File: config.mk
export PLATFORM = sky130hd
export DESIGN_NAME = fan_tach_meter
export DESIGN_NICKNAME = d
export VERILOG_FILES = /design/src/rtl/fan_tach_pkg.sv /design/src/rtl/tach_sync_edge.sv /design/src/rtl/tach_opt_reg.sv /design/src/rtl/tach_gate.sv /design/src/rtl/tach_measure.sv /design/src/rtl/fan_tach_meter.sv
export SDC_FILE = /design/constraint.sdc
export NUM_CORES = 1
export LEC_CHECK = 0
export ABC_AREA = 1
export BUFFER_PORTS_ARGS = -buffer_cell sky130_fd_sc_hd__buf_4
export CAP_MARGIN = 20
export CORE_ASPECT_RATIO = 0.6
export CORE_MARGIN = 2
export CORE_UTILIZATION = 53
export DETAILED_ROUTE_END_ITERATION = 8
export GPL_TIMING_DRIVEN = 0
export PLACE_DENSITY = 0.81
export SYNTH_ARGS = -nofsm -noshare
export SYNTH_HDL_FRONTEND = slang
export SYNTH_SLANG_ARGS = --single-unit
File: constraint.sdc
create_clock -name clk_i -period 1.8 [get_ports clk_i]
set_input_delay 0.09 -clock clk_i [delete_from_list [all_inputs] [get_ports clk_i]]
set_output_delay 0.09 -clock clk_i [all_outputs]
set_load 0.02 [all_outputs]
File: src/rtl/fan_tach_pkg.sv
package fan_tach_pkg;

  typedef struct packed {
    logic       skip3;
    logic       gated;
    logic [1:0] edge_sel;
    logic       slow_fe;
  } tach_opt_t;

  localparam logic [4:0]  OPT_RESET    = 5'b00100;
  localparam logic [15:0] READ_STALLED = 16'hFFFF;
  localparam logic [15:0] READ_SLOW_FE = 16'hFFFE;

  function automatic logic [3:0] edges_needed(input logic [1:0] sel);
    case (sel)
      2'b00:   return 4'd2;
      2'b01:   return 4'd3;
      2'b10:   return 4'd5;
      default: return 4'd9;
    endcase
  endfunction

endpackage

File: src/rtl/tach_sync_edge.sv
module tach_sync_edge #(
  parameter int SYNC_STAGES = 2
) (
  input  logic clk_i,
  input  logic rst_ni,
  input  logic tach_i,
  output logic rise_o
);
  logic [SYNC_STAGES-1:0] sync_q;
  logic                   prev_q;

  always_ff @(posedge clk_i or negedge rst_ni) begin
    if (!rst_ni) begin
      sync_q <= '0;
      prev_q <= 1'b0;
    end else begin
      sync_q <= {sync_q[SYNC_STAGES-2:0], tach_i};
      prev_q <= sync_q[SYNC_STAGES-1];
    end
  end

  assign rise_o = sync_q[SYNC_STAGES-1] & ~prev_q;
endmodule

File: src/rtl/tach_opt_reg.sv
module tach_opt_reg
  import fan_tach_pkg::*;
(
  input  logic       clk_i,
  input  logic       rst_ni,
  input  logic       we_i,
  input  logic [7:0] wdata_i,
  input  logic       lock_i,
  output tach_opt_t  opt_o,
  output logic [7:0] rdata_o,
  output logic       restart_o
);
  logic [4:0] opt_q;
  logic       locked_q;
  logic       accept;

  // lock_i gates the write in the same cycle it is raised
  assign accept = we_i & ~locked_q & ~lock_i;

  always_ff @(posedge clk_i or negedge rst_ni) begin
    if (!rst_ni) begin
      opt_q    <= OPT_RESET;
      locked_q <= 1'b0;
    end else begin
      if (lock_i) locked_q <= 1'b1;
      if (accept) opt_q <= wdata_i[4:0];
    end
  end

  assign opt_o     = tach_opt_t'(opt_q);
  assign rdata_o   = {3'b000, opt_q};
  assign restart_o = accept;
endmodule

File: src/rtl/tach_gate.sv
module tach_gate #(
  parameter int GUARD_CYCLES = 16
) (
  input  logic clk_i,
  input  logic rst_ni,
  input  logic gated_i,
  input  logic skip3_i,
  input  logic pwm_on_i,
  input  logic rise_i,
  output logic open_o
);
  localparam int GW = $clog2(GUARD_CYCLES + 1);
  localparam logic [GW-1:0] GUARD_END = GW'(GUARD_CYCLES);

  logic [GW-1:0] guard_q;
  logic [1:0]    skip_q;
  logic          guard_done;
  logic          skip_done;

  assign guard_done = (guard_q == GUARD_END);
  assign skip_done  = ~skip3_i | (skip_q == 2'd3);

  always_ff @(posedge clk_i or negedge rst_ni) begin
    if (!rst_ni) begin
      guard_q <= '0;
      skip_q  <= '0;
    end else if (!pwm_on_i) begin
      guard_q <= '0;
      skip_q  <= '0;
    end else if (!guard_done) begin
      guard_q <= guard_q + 1'b1;
    end else if (!skip_done && rise_i) begin
      skip_q <= skip_q + 1'b1;
    end
  end

  assign open_o = ~gated_i | (pwm_on_i & guard_done & skip_done);
endmodule

File: src/rtl/tach_measure.sv
module tach_measure
  import fan_tach_pkg::*;
#(
  parameter int TIMEOUT_CYCLES = 4096,
  parameter int CNT_W          = 16
) (
  input  logic             clk_i,
  input  logic             rst_ni,
  input  logic             rise_i,
  input  logic             open_i,
  input  logic             restart_i,
  input  logic [3:0]       need_i,
  input  logic             slow_fe_i,
  output logic [CNT_W-1:0] reading_o
);
  localparam int TW = $clog2(TIMEOUT_CYCLES);
  localparam logic [TW-1:0]    TMO_LAST = TW'(TIMEOUT_CYCLES - 1);
  localparam logic [CNT_W-1:0] CNT_MAX  = '1;

  logic [3:0]       edge_q;
  logic [CNT_W-1:0] cyc_q, cyc_inc;
  logic [TW-1:0]    tmo_q;
  logic [CNT_W-1:0] read_q;
  logic             finish;

  assign cyc_inc = (cyc_q == CNT_MAX) ? CNT_MAX : cyc_q + 1'b1;
  assign finish  = rise_i && (edge_q != 4'd0) && (edge_q + 4'd1 == need_i);

  always_ff @(posedge clk_i or negedge rst_ni) begin
    if (!rst_ni) begin
      edge_q <= '0;
      cyc_q  <= '0;
      tmo_q  <= '0;
      read_q <= READ_STALLED[CNT_W-1:0];
    end else if (restart_i || !open_i) begin
      edge_q <= '0;
      cyc_q  <= '0;
      tmo_q  <= '0;
    end else if (finish) begin
      read_q <= cyc_inc;
      edge_q <= 4'd1;            // closing edge opens the next window
      cyc_q  <= '0;
      tmo_q  <= '0;
    end else if (tmo_q == TMO_LAST) begin
      if (edge_q == 4'd0)  read_q <= READ_STALLED[CNT_W-1:0];
      else if (slow_fe_i)  read_q <= READ_SLOW_FE[CNT_W-1:0];
      else                 read_q <= READ_STALLED[CNT_W-1:0];
      edge_q <= '0;
      cyc_q  <= '0;
      tmo_q  <= '0;
    end else begin
      tmo_q <= tmo_q + 1'b1;
      if (rise_i && edge_q == 4'd0) begin
        edge_q <= 4'd1;
        cyc_q  <= '0;
      end else begin
        if (rise_i) edge_q <= edge_q + 4'd1;
        cyc_q <= cyc_inc;
      end
    end
  end

  assign reading_o = read_q;
endmodule

File: src/rtl/fan_tach_meter.sv
module fan_tach_meter
  import fan_tach_pkg::*;
#(
  parameter int GUARD_CYCLES   = 16,
  parameter int TIMEOUT_CYCLES = 4096,
  parameter int SYNC_STAGES    = 2
) (
  input  logic        clk_i,
  input  logic        rst_ni,
  input  logic        tach_i,
  input  logic        pwm_on_i,
  input  logic        cfg_we_i,
  input  logic [7:0]  cfg_wdata_i,
  output logic [7:0]  cfg_rdata_o,
  input  logic        lock_i,
  output logic [15:0] reading_o
);
  tach_opt_t opt;
  logic      restart;
  logic      rise;
  logic      open;

  tach_opt_reg u_opt (
    .clk_i     (clk_i),
    .rst_ni    (rst_ni),
    .we_i      (cfg_we_i),
    .wdata_i   (cfg_wdata_i),
    .lock_i    (lock_i),
    .opt_o     (opt),
    .rdata_o   (cfg_rdata_o),
    .restart_o (restart)
  );

  tach_sync_edge #(.SYNC_STAGES(SYNC_STAGES)) u_sync (
    .clk_i  (clk_i),
    .rst_ni (rst_ni),
    .tach_i (tach_i),
    .rise_o (rise)
  );

  tach_gate #(.GUARD_CYCLES(GUARD_CYCLES)) u_gate (
    .clk_i    (clk_i),
    .rst_ni   (rst_ni),
    .gated_i  (opt.gated),
    .skip3_i  (opt.skip3),
    .pwm_on_i (pwm_on_i),
    .rise_i   (rise),
    .open_o   (open)
  );

  tach_measure #(.TIMEOUT_CYCLES(TIMEOUT_CYCLES), .CNT_W(16)) u_meas (
    .clk_i     (clk_i),
    .rst_ni    (rst_ni),
    .rise_i    (rise),
    .open_i    (open),
    .restart_i (restart),
    .need_i    (edges_needed(opt.edge_sel)),
    .slow_fe_i (opt.slow_fe),
    .reading_o (reading_o)
  );
endmodule

==> results.toml, run 1 <==
[logic_synthesis]
yosys_register_bits = 64
synthXorXnorAreaFrac_pct = 4.12
post_synthesis_cell_type_count = 34
synthArstFlopShare_pct = 100
netlist_instances = 411
synth_top_area_cell = "sky130_fd_sc_hd__dfrtp_1"
synth-adder-area-share_pct = 2.58
number_of_synthesized_flops_with_an_enable_pin = 0
netlist_top_cells_area = "sky130_fd_sc_hd__dfrtp_1, sky130_fd_sc_hd__nand2_1, sky130_fd_sc_hd__dfstp_2"
synth_compound_gate_area_share_pct = 4.20
yosysSeqAreaShare_pct = 47.7
synth_area_mm2 = 0.00340
ys_dominant_reg_cell = "sky130_fd_sc_hd__dfrtp_1"
synth_mux_area_share_pct = 0
synth_top_family_by_area = "simple AND/OR/NAND/NOR gates"
netlist.area_leader.share_pct = 34.6
ys_warns = 0
syn-mean-instance-area_um2 = 8.27
post_synth_and_or_nand_nor_area_fraction_pct = 34.3

[timing]
whs_ns = 0.00795
tightestPinTransition_ns = 0.794
fin_skew_ns = 0.00954
tns_ns = -3.03
timing.final.crit_share_pct = 106
final-hold-violation-count = 0
finalWorstPathRequiredPeriod_ns = 1.91
slew_headroom_pct = 47.0
final.setup.worst_slack_ns = -0.109
maximum_operating_frequency_mhz = 524
grt_setup_unrepaired = "true"
setup_viol = 45
final-max-slew-violation-count = 0

[min_path]
min_path_cells = 3
worst_min_path_class = "primary input to flip-flop"

[global_route]
antenna_found_initial = 0
grt_pass1_vias = 2839
grt_first_pass_wirelength_um = 13400
grt_start_max_net_pins = 65
grt_use_total_pct = 24.7
globalRoute.totalOverflow = 0

[critical_path]
cpMaxStageDelayCell = "sky130_fd_sc_hd__dfrtp_2"
number_of_stages_on_the_worst_setup_path = 11
crit_family = "simple AND/OR/NAND/NOR gates"
critical_path_class = "flip-flop to flip-flop"
timing.critical_path.buf_inv = 2
critical_path_peak_fanout = 8
reg2reg_depth = 11
cp-end-kind = "flip-flop"
timing.critical_path.from_type = "flip-flop"
critical_path_required_ns = 2.08
timing.critical_path.arrival_ns = 2.19
worst_path_cell_chain = "buf_4 > nand3_1 > nand2_2 > nand2_2 > nand2_1 > nand2_1 > nand2_2 > nand3_4 > nand3_4 > buf_12 > nor3_4"
crit_top_cell = "sky130_fd_sc_hd__nand2_2"
max_stage_delay_ns = 0.46

[cts]
worst_skew_pair.late_latency_ns = 0.35
cts-root-buf = "sky130_fd_sc_hd__clkbuf_8"
reg_clk_slew_reported_paths_ns = 0.07
cts_sinks = 64
clock_tree.buffer_depth = 2
cts.htree.levels = 3
tritoncts.num_buffers = 9
tritoncts = "done"

[power_and_ir_drop]
power_leakage_nw = 2.17
p_total_mw = 5.44
powerDensity_mw_per_mm2 = 1210
ir_worst_vdd_uv = 1210

[floorplanning]
die-area_mm2 = 0.00709
initial_utilization_pct = 55.1
pin_count = 38
fp.coreArea_mm2 = 0.00617
die_h_um = 66.0
count_of_standard_cell_rows = 22
die_width_um = 107

[outcome]
violations = "setup timing"
status = "finished, violations left"

[job]
drv_cap = 0

[drt]
remaining_drc_errors = 0
dr_total_vias = 3088
drt_iter0_markers = 345
wl_per_cell_um = 15.1
drt-total-wl_um = 8790
detailedRoute.firstPassIterationCount = 6
antenna_left = 0
via_per_inst = 5.31

[final_layout]
postLayoutCellArea_mm2 = 0.00449
diodes = 0
layout_commonest_cell = "sky130_fd_sc_hd__nand2_1"
fin_nets = 514
final_core_util_pct = 72.9
layout.cells.most_common_list = "sky130_fd_sc_hd__nand2_1, sky130_fd_sc_hd__buf_4, sky130_fd_sc_hd__dfrtp_1"
finalNonFillerCells = 582
syn_to_final_growth_pct = 32.2
drive_above_1_share_pct = 35.7

[place]
dp_hpwl_um = 4970
dp_worst_setup_slack_ns = -0.261
routabilityCongestion = 0.897
port_buffers = 31
dp_cell_count = 528
placed_area_mm2 = 0.00374
[logic make-up after synthesis]
family | count (synthesis)
AO/OA/AOI/OAI | 23
XOR/XNOR | 16
adder cells (fa/ha/maj) | 7
buffers and inverters | 52
flip-flops | 64
other | 1
AND/OR/NAND/NOR | 248
[worst min-delay path: stages]
cell and delay [ns]:
sky130_fd_sc_hd__buf_4 0.10, sky130_fd_sc_hd__nand3_1 0.07, sky130_fd_sc_hd__nand2_1 0.06
[per-layer routing]
metal / track usage [%] / part of all wire, %
met3: 5.52 / 6.6
met1: 34.9 / 45
met4: 8.97 / 2.2
met5: 0 / 0
met2: 37.4 / 46
[synthesized netlist by cell type (3+ instances only)]
cell type,number
sky130_fd_sc_hd__nor3_1,13
sky130_fd_sc_hd__nor2_4,3
sky130_fd_sc_hd__xnor2_1,8
sky130_fd_sc_hd__o21ai_0,15
sky130_fd_sc_hd__a21oi_1,3
sky130_fd_sc_hd__dfrtp_1,47
sky130_fd_sc_hd__ha_1,7
sky130_fd_sc_hd__dfstp_2,17
sky130_fd_sc_hd__nand2_1,131
sky130_fd_sc_hd__buf_4,8
sky130_fd_sc_hd__nor3_2,12
sky130_fd_sc_hd__nand4_1,8
sky130_fd_sc_hd__nor2_2,4
sky130_fd_sc_hd__inv_1,35
sky130_fd_sc_hd__nand3_1,22
sky130_fd_sc_hd__xor2_1,8
sky130_fd_sc_hd__nor2_1,46
[state kept, by name (all words and copies together) (netlist names), 2 cells and up]
| signal | flops |
|---|---|
| u_gate.guard_q | 5 |
| u_gate.skip_q | 2 |
| u_meas.cyc_q | 16 |
| u_meas.edge_q | 4 |
| u_meas.reading_o | 16 |
| u_meas.tmo_q | 12 |
| u_opt.opt_o | 5 |
| u_sync.sync_q | 2 |
[where the power goes]
part | leakage (nW) | internal (mW) | switching [mW] | total [mW]
clock | 0.100 | 0.671 | 0.562 | 1.23
combinational | 1.30 | 0.841 | 1.11 | 1.95
sequential | 0.775 | 1.93 | 0.325 | 2.26
total | 2.17 | 3.44 | 2.00 | 5.44
[cell type report]
| type | instances | area, um2 |
|---|---|---|
| Timing Repair Buffer | 69 | 567 |
| Inverter | 39 | 150 |
| Buffer | 13 | 125 |
| Clock buffer | 12 | 145 |
| Tap cell | 84 | 105 |
| Multi-Input combinational cell | 297 | 1730 |
| Clock inverter | 4 | 45.0 |
| Fill cell | 390 | 1670 |
| Sequential cell | 64 | 1630 |
[final timing paths]
| check | start | end | slack, ns |
|---|---|---|---|
| max | u_meas.edge_q[0] | u_meas.cyc_q[9] | -0.11 |
| min | pwm_on_i | u_gate.guard_q[1] | 0.008 |
| max reg2reg | u_meas.edge_q[0] | u_meas.cyc_q[9] | -0.11 |
| min reg2reg | u_sync.sync_q[0] | u_sync.sync_q[1] | 0.35 |
| max in group asynchronous | rst_ni | u_meas.edge_q[1] | 0.85 |
| min in group asynchronous | rst_ni | u_opt.locked_q | 0.38 |
[timing repair]
action,in CTS,in global routing
cloned,1,1
resized for setup,28,44
hold endpoints to repair,54,0
pin swaps,12,21
endpoints found under the setup margin,44,50
hold buffers,8,0
buffers inserted,16,12
No activity file was read; power rests on OpenSTA's default activity.
==> run 2, diff against run 1 <==
Settings changed: CORE_UTILIZATION 53 to 58, MAX_ROUTING_LAYER from default to met4, PLACE_DENSITY 0.81 to 0.84.
Clock period 1.8 ns to 2.1 ns, I/O delays scaled along.
==> run 2 against run 1 <==
The flow now finishes without violations. Global-route usage increased by 2.7 points. Die area shrank 8.2%. Via count down 6.1%. Non-clock buffer count fell by 20. Sequential power shrank 15%. Clock skew decreased by 0.0032 ns. Wire length fell by 12%. Largest power group unchanged. Utilization rose by 0.76 points. Cell area shrank 7.9%.
==> results.toml, run 2 (synthesis results as in run 1) <==
[outcome]
status = "complete, no violations"

[timing]
tightestPinTransition_ns = 0.800
slew_headroom_pct = 46.7
timing.final.crit_share_pct = 93.9
finalWorstPathRequiredPeriod_ns = 1.97
final-max-slew-violation-count = 0
tns_ns = 0
final-hold-violation-count = 0
maximum_operating_frequency_mhz = 507
setup_viol = 0
fin_skew_ns = 0.00638

[power_and_ir_drop]
total_switching_power_mw = 1.63
power_leakage_nw = 2.03
ir_worst_vdd_uv = 938
p_sw_share_pct = 35.9
int_pwr_mw = 2.92
powerDensity_mw_per_mm2 = 1100
pwr-share-comb_pct = 32.0
pwr-share-seq_pct = 42.0
power.clock.fraction_pct = 25.9

[cts]
cts_sinks = 64
reg_clk_slew_reported_paths_ns = 0.07
tritoncts.num_buffers = 9
cts.htree.levels = 3
clock_tree.buffer_depth = 2
tritoncts = "done"
worst_skew_pair.late_latency_ns = 0.35
cts-root-buf = "sky130_fd_sc_hd__clkbuf_8"

[critical_path]
cp-end-kind = "flip-flop"
crit_top_cell = "sky130_fd_sc_hd__nand2_1"
crit_family = "simple AND/OR/NAND/NOR gates"
reg2reg_depth = 12
cpMaxStageDelayCell = "sky130_fd_sc_hd__dfrtp_2"
timing.critical_path.arrival_ns = 2.25
critical_path_required_ns = 2.38
max_stage_delay_ns = 0.40
worstReg2RegStart = "u_meas.edge_q[0]"
timing.critical_path.buf_inv = 2
worstReg2RegEnd = "u_meas.reading_o[14]"
timing.critical_path.from_type = "flip-flop"
critical_path_class = "flip-flop to flip-flop"
critical_path_peak_fanout = 10
ff2ff_setup_slack_ns = 0.13
worst_path_cell_chain = "inv_1 > ha_1 > nand3_1 > nand2_1 > nand2_1 > nor2_4 > nand3_4 > nand2_1 > nand2_2 > buf_4 > nand2_1 > nand2_1"

[final_layout]
syn_to_final_growth_pct = 21.8
fin_nets = 494
drive_above_1_share_pct = 25.3
final_core_util_pct = 73.6
diodes = 0
layout_commonest_cell = "sky130_fd_sc_hd__nand2_1"
filler_cell_count = 408
layout.cells.most_common_list = "sky130_fd_sc_hd__nand2_1, sky130_fd_sc_hd__buf_4, sky130_fd_sc_hd__dfrtp_1"

[global_route]
grt_start_max_net_pins = 65
grt_first_pass_wirelength_um = 13200
grt_pass1_vias = 2766
grt_use_total_pct = 27.4
antenna_found_initial = 0
globalRoute.totalOverflow = 0

[drt]
detailedRoute.firstPassIterationCount = 5
drt-total-wl_um = 7750
via_per_inst = 5.20
dr_total_vias = 2900
antenna_left = 0
remaining_drc_errors = 0
drt_iter0_markers = 262
wl_per_cell_um = 13.9

[floorplanning]
count_of_standard_cell_rows = 21
fp.coreArea_mm2 = 0.00562
die-area_mm2 = 0.00651
initial_utilization_pct = 60.5
die_width_um = 103
die_h_um = 63.3
pin_count = 38

[min_path]
worst_hold_startpoint = "pwm_on_i"
worst_min_path_class = "primary input to flip-flop"
min_path_cells = 3
worstHoldEndpoint = "u_gate.skip_q[0]"

[place]
port_buffers = 31
dp_hpwl_um = 5200
routabilityCongestion = 0.946

[job]
drv_cap = 0
run 2: how the worst max path moves through the flow:
stage               slack, ns  cells past startpoint                   end             start
floorplan                0.35                     12  u_meas.reading_o[13]  u_meas.edge_q[0]
global placement         0.09                      8       u_meas.cyc_q[5]  u_meas.edge_q[0]
detailed placement       0.03                     12   u_meas.reading_o[4]  u_meas.edge_q[0]
CTS                     0.008                     12   u_meas.reading_o[4]  u_meas.edge_q[0]
global route           -0.004                     11  u_meas.reading_o[14]   u_meas.tmo_q[0]
finish                   0.13                     12  u_meas.reading_o[14]  u_meas.edge_q[0]
run 2: worst min-delay path: stages:
cell and delay, ns:
sky130_fd_sc_hd__buf_4 0.12, sky130_fd_sc_hd__o21ai_0 0.07, sky130_fd_sc_hd__a21oi_1 0.04
run 2: cell type report:
type | instances | area [um2] | area share [%]
Buffer | 13 | 92.6 | 2.24
Inverter | 39 | 146 | 3.54
Clock inverter | 7 | 96.3 | 2.33
Clock buffer | 9 | 124 | 2.99
Sequential cell | 64 | 1620 | 39.2
Timing Repair Buffer | 49 | 388 | 9.37
Tap cell | 80 | 100 | 2.42
Multi-Input combinational cell | 297 | 1570 | 37.9
run 2: power by group through the flow:
stage               combinational (mW)  sequential [mW]  clock [mW]
floorplan                        0.747             2.06           0
global placement                  1.31             1.90           0
detailed placement                1.38             1.91           0
CTS                               1.40             1.90        1.19
global route                      1.61             1.94        1.26
finish                            1.46             1.91        1.18
run 2: layer usage:
layer	GRT usage, %	part of all wire, %
met1	40.4	48
met2	37.6	43
met3	7.21	7.2
met4	7.40	1.1
met5	-	0
run 2: what timing repair did:
| action | 4_1_cts | 5_1_grt |
|---|---|---|
| setup buffers | 0 | 10 |
| resized for setup | 1 | 9 |
| pin swaps | 0 | 4 |
| hold buffers | 8 | 0 |
| endpoints found under the hold margin | 54 | 0 |
| setup endpoints to repair | 1 | 34 |
run 2: metrics by stage:
step | hold slack (ns) | total power, mW | worst slack (ns) | instance area, um2 | instances
detailed placement | 0.217 | 3.29 | 0.0293 | 3740 | 524
global route | 0.0583 | 4.81 | -0.00352 | 4140 | 558
CTS | 0.0158 | 4.49 | 0.00836 | 4040 | 548
floorplan | -0.191 | 2.81 | 0.346 | 3410 | 413
finish | 0.0294 | 4.55 | 0.128 | 4140 | 558
global placement | 0.216 | 3.22 | 0.0937 | 3740 | 524
==> run 3, diff against run 2 <==
Settings changed: CORE_UTILIZATION 58 to 63, CTS_CLUSTER_SIZE from default to 25, PLACE_DENSITY 0.84 to 0.9, REMOVE_ABC_BUFFERS from default to 1.
Clock period 2.1 ns to 2.3 ns, I/O delays scaled along.
==> run 3 against run 2 <==
Utilization rose by 2.9 points. Via count fell by 1.6%. Sequential power fell by 9%. Clock-buffer cell count did not move. Register-to-register slack barely moved. Total power fell by 14%. Wire length fell by 2.1%. Global-route usage rose by 0.64 points. First-iteration DRC count fell by 8.0%. Largest power group unchanged. Worst setup slack got worse by 0.0090 ns.
==> results.toml, run 3 (synthesis results as in run 1) <==
[drt]
drt_iter0_markers = 241
remaining_drc_errors = 0
dr_total_vias = 2854
via_per_inst = 5.46
detailedRoute.firstPassIterationCount = 7
wl_per_cell_um = 14.5
antenna_left = 0
drt-total-wl_um = 7590

[power_and_ir_drop]
p_total_mw = 3.90
pwr-share-seq_pct = 44.7
power_leakage_nw = 1.93
ir_worst_vdd_uv = 870
power.clock.fraction_pct = 23.0
p_sw_share_pct = 37.8
pwr-share-comb_pct = 32.3
int_pwr_mw = 2.43
powerDensity_mw_per_mm2 = 994
total_switching_power_mw = 1.47

[floorplanning]
die_width_um = 98.8
initial_utilization_pct = 66.3
fp.coreArea_mm2 = 0.00513
pin_count = 38
die-area_mm2 = 0.00602
die_h_um = 60.9
count_of_standard_cell_rows = 20

[timing]
grt_setup_unrepaired = "false"
finalWorstPathRequiredPeriod_ns = 2.18
final.setup.worst_slack_ns = 0.119
setup_viol = 0
maximum_operating_frequency_mhz = 458
final-hold-violation-count = 0
timing.final.crit_share_pct = 94.8
final-max-slew-violation-count = 0
fin_skew_ns = 0.00953
slew_headroom_pct = 48.4
tightestPinTransition_ns = 0.774
whs_ns = 0.0286

[outcome]
status = "complete, no violations"

[final_layout]
diodes = 0
final_core_util_pct = 76.5
fin_nets = 473
layout_commonest_cell = "sky130_fd_sc_hd__nand2_1"
drive_above_1_share_pct = 21.2
syn_to_final_growth_pct = 15.4
finalNonFillerCells = 523
layout.cells.most_common_list = "sky130_fd_sc_hd__nand2_1, sky130_fd_sc_hd__dfrtp_1, sky130_fd_sc_hd__nor2_1"

[place]
dp_worst_setup_slack_ns = -0.0144
port_buffers = 31
dp_cell_count = 497
routabilityCongestion = 0.910
dp_hpwl_um = 4950

[global_route]
antenna_found_initial = 0
grt_use_total_pct = 28.0
globalRoute.totalOverflow = 0
grt_first_pass_wirelength_um = 12200
grt_pass1_vias = 2599
grt_start_max_net_pins = 65

[critical_path]
critical_path_peak_fanout = 14
cp-end-kind = "flip-flop"
timing.critical_path.from_type = "flip-flop"
worstReg2RegStart = "u_gate.guard_q[1]"
timing.critical_path.arrival_ns = 2.45
critical_path_required_ns = 2.57
reg2reg_depth = 8
ff2ff_setup_slack_ns = 0.12
critical_path_class = "flip-flop to flip-flop"
critPathLaunch = "u_gate.guard_q[1]"
worstReg2RegEnd = "u_meas.tmo_q[8]"
critical_path.endpoint = "u_meas.tmo_q[8]"

[cts]
cts_sinks = 64
cts.htree.levels = 3
tritoncts.num_buffers = 9
cts-root-buf = "sky130_fd_sc_hd__clkbuf_8"
clock_tree.buffer_depth = 2
tritoncts = "done"
reg_clk_slew_reported_paths_ns = 0.08
worst_skew_pair.late_latency_ns = 0.36

[job]
drv_cap = 0

[min_path]
worst_min_path_class = "primary input to flip-flop"
-- run 3: repair_timing --
| item | CTS | global route |
|---|---|---|
| hold endpoints to repair | 54 | 0 |
| resized for setup | 1 | 0 |
| pin swaps | 0 | 2 |
| setup endpoints to repair | 1 | 25 |
| buffers inserted | 0 | 1 |
| hold buffers | 8 | 0 |
| cloned | 0 | 1 |
-- run 3: power groups by stage --
stage	clock (mW)	combinational (mW)	sequential (mW)
after CTS	0.903	1.26	1.74
after floorplan	0	0.672	1.89
after detailed placement	0	1.23	1.75
after global placement	0	1.17	1.73
final	0.898	1.26	1.74
after global routing	0.955	1.40	1.78
-- run 3: per-layer routing --
metal  part of all wire [%]  track usage (%)  vias up
met4                    1.6             8.61        0
met2                     45             42.5      103
li1                       -                -     1380
met5                      0                -        -
met1                     47             36.9     1358
met3                    6.1             8.41       13
-- run 3: worst max-delay path, cell delays in order, from the launching register on --
cell and delay (ns):
sky130_fd_sc_hd__dfrtp_1 0.43, sky130_fd_sc_hd__inv_1 0.10, sky130_fd_sc_hd__ha_1 0.16, sky130_fd_sc_hd__nand3_2 0.14, sky130_fd_sc_hd__nor2_4 0.14, sky130_fd_sc_hd__nand2_2 0.07
sky130_fd_sc_hd__a21oi_4 0.37, sky130_fd_sc_hd__nand3_2 0.46, sky130_fd_sc_hd__nor3_2 0.22
-- run 3: final cells by class --
type	instances	area, um2
clock buffers	9	124
clock inverters	7	55.1
fillers	360	1210
inverters	39	148
multi-input cells	298	1560
flip-flops and latches	64	1620
well taps	66	82.6
repair buffers	40	333
-- run 3: worst min-delay path by stage --
stage | start | endpoint | slack (ns) | cells past startpoint
CTS | pwm_on_i | u_gate.guard_q[1] | 0.03 | 3
floorplan | rst_ni | u_gate.guard_q[0] | -0.18 | 0
finish | pwm_on_i | u_gate.skip_q[0] | 0.03 | 3
detailed placement | tach_i | u_sync.sync_q[0] | 0.23 | 1
global placement | tach_i | u_sync.sync_q[0] | 0.22 | 1
global route | pwm_on_i | u_gate.skip_q[0] | 0.04 | 3
-- run 3: through the flow --
step                      TNS [ns]  instance area [um2]
final                            0                 3920
after global routing             0                 3920
after CTS                        0                 3890
after detailed placement   -0.0144                 3630
after floorplan                  0                 3320
after global placement           0                 3630
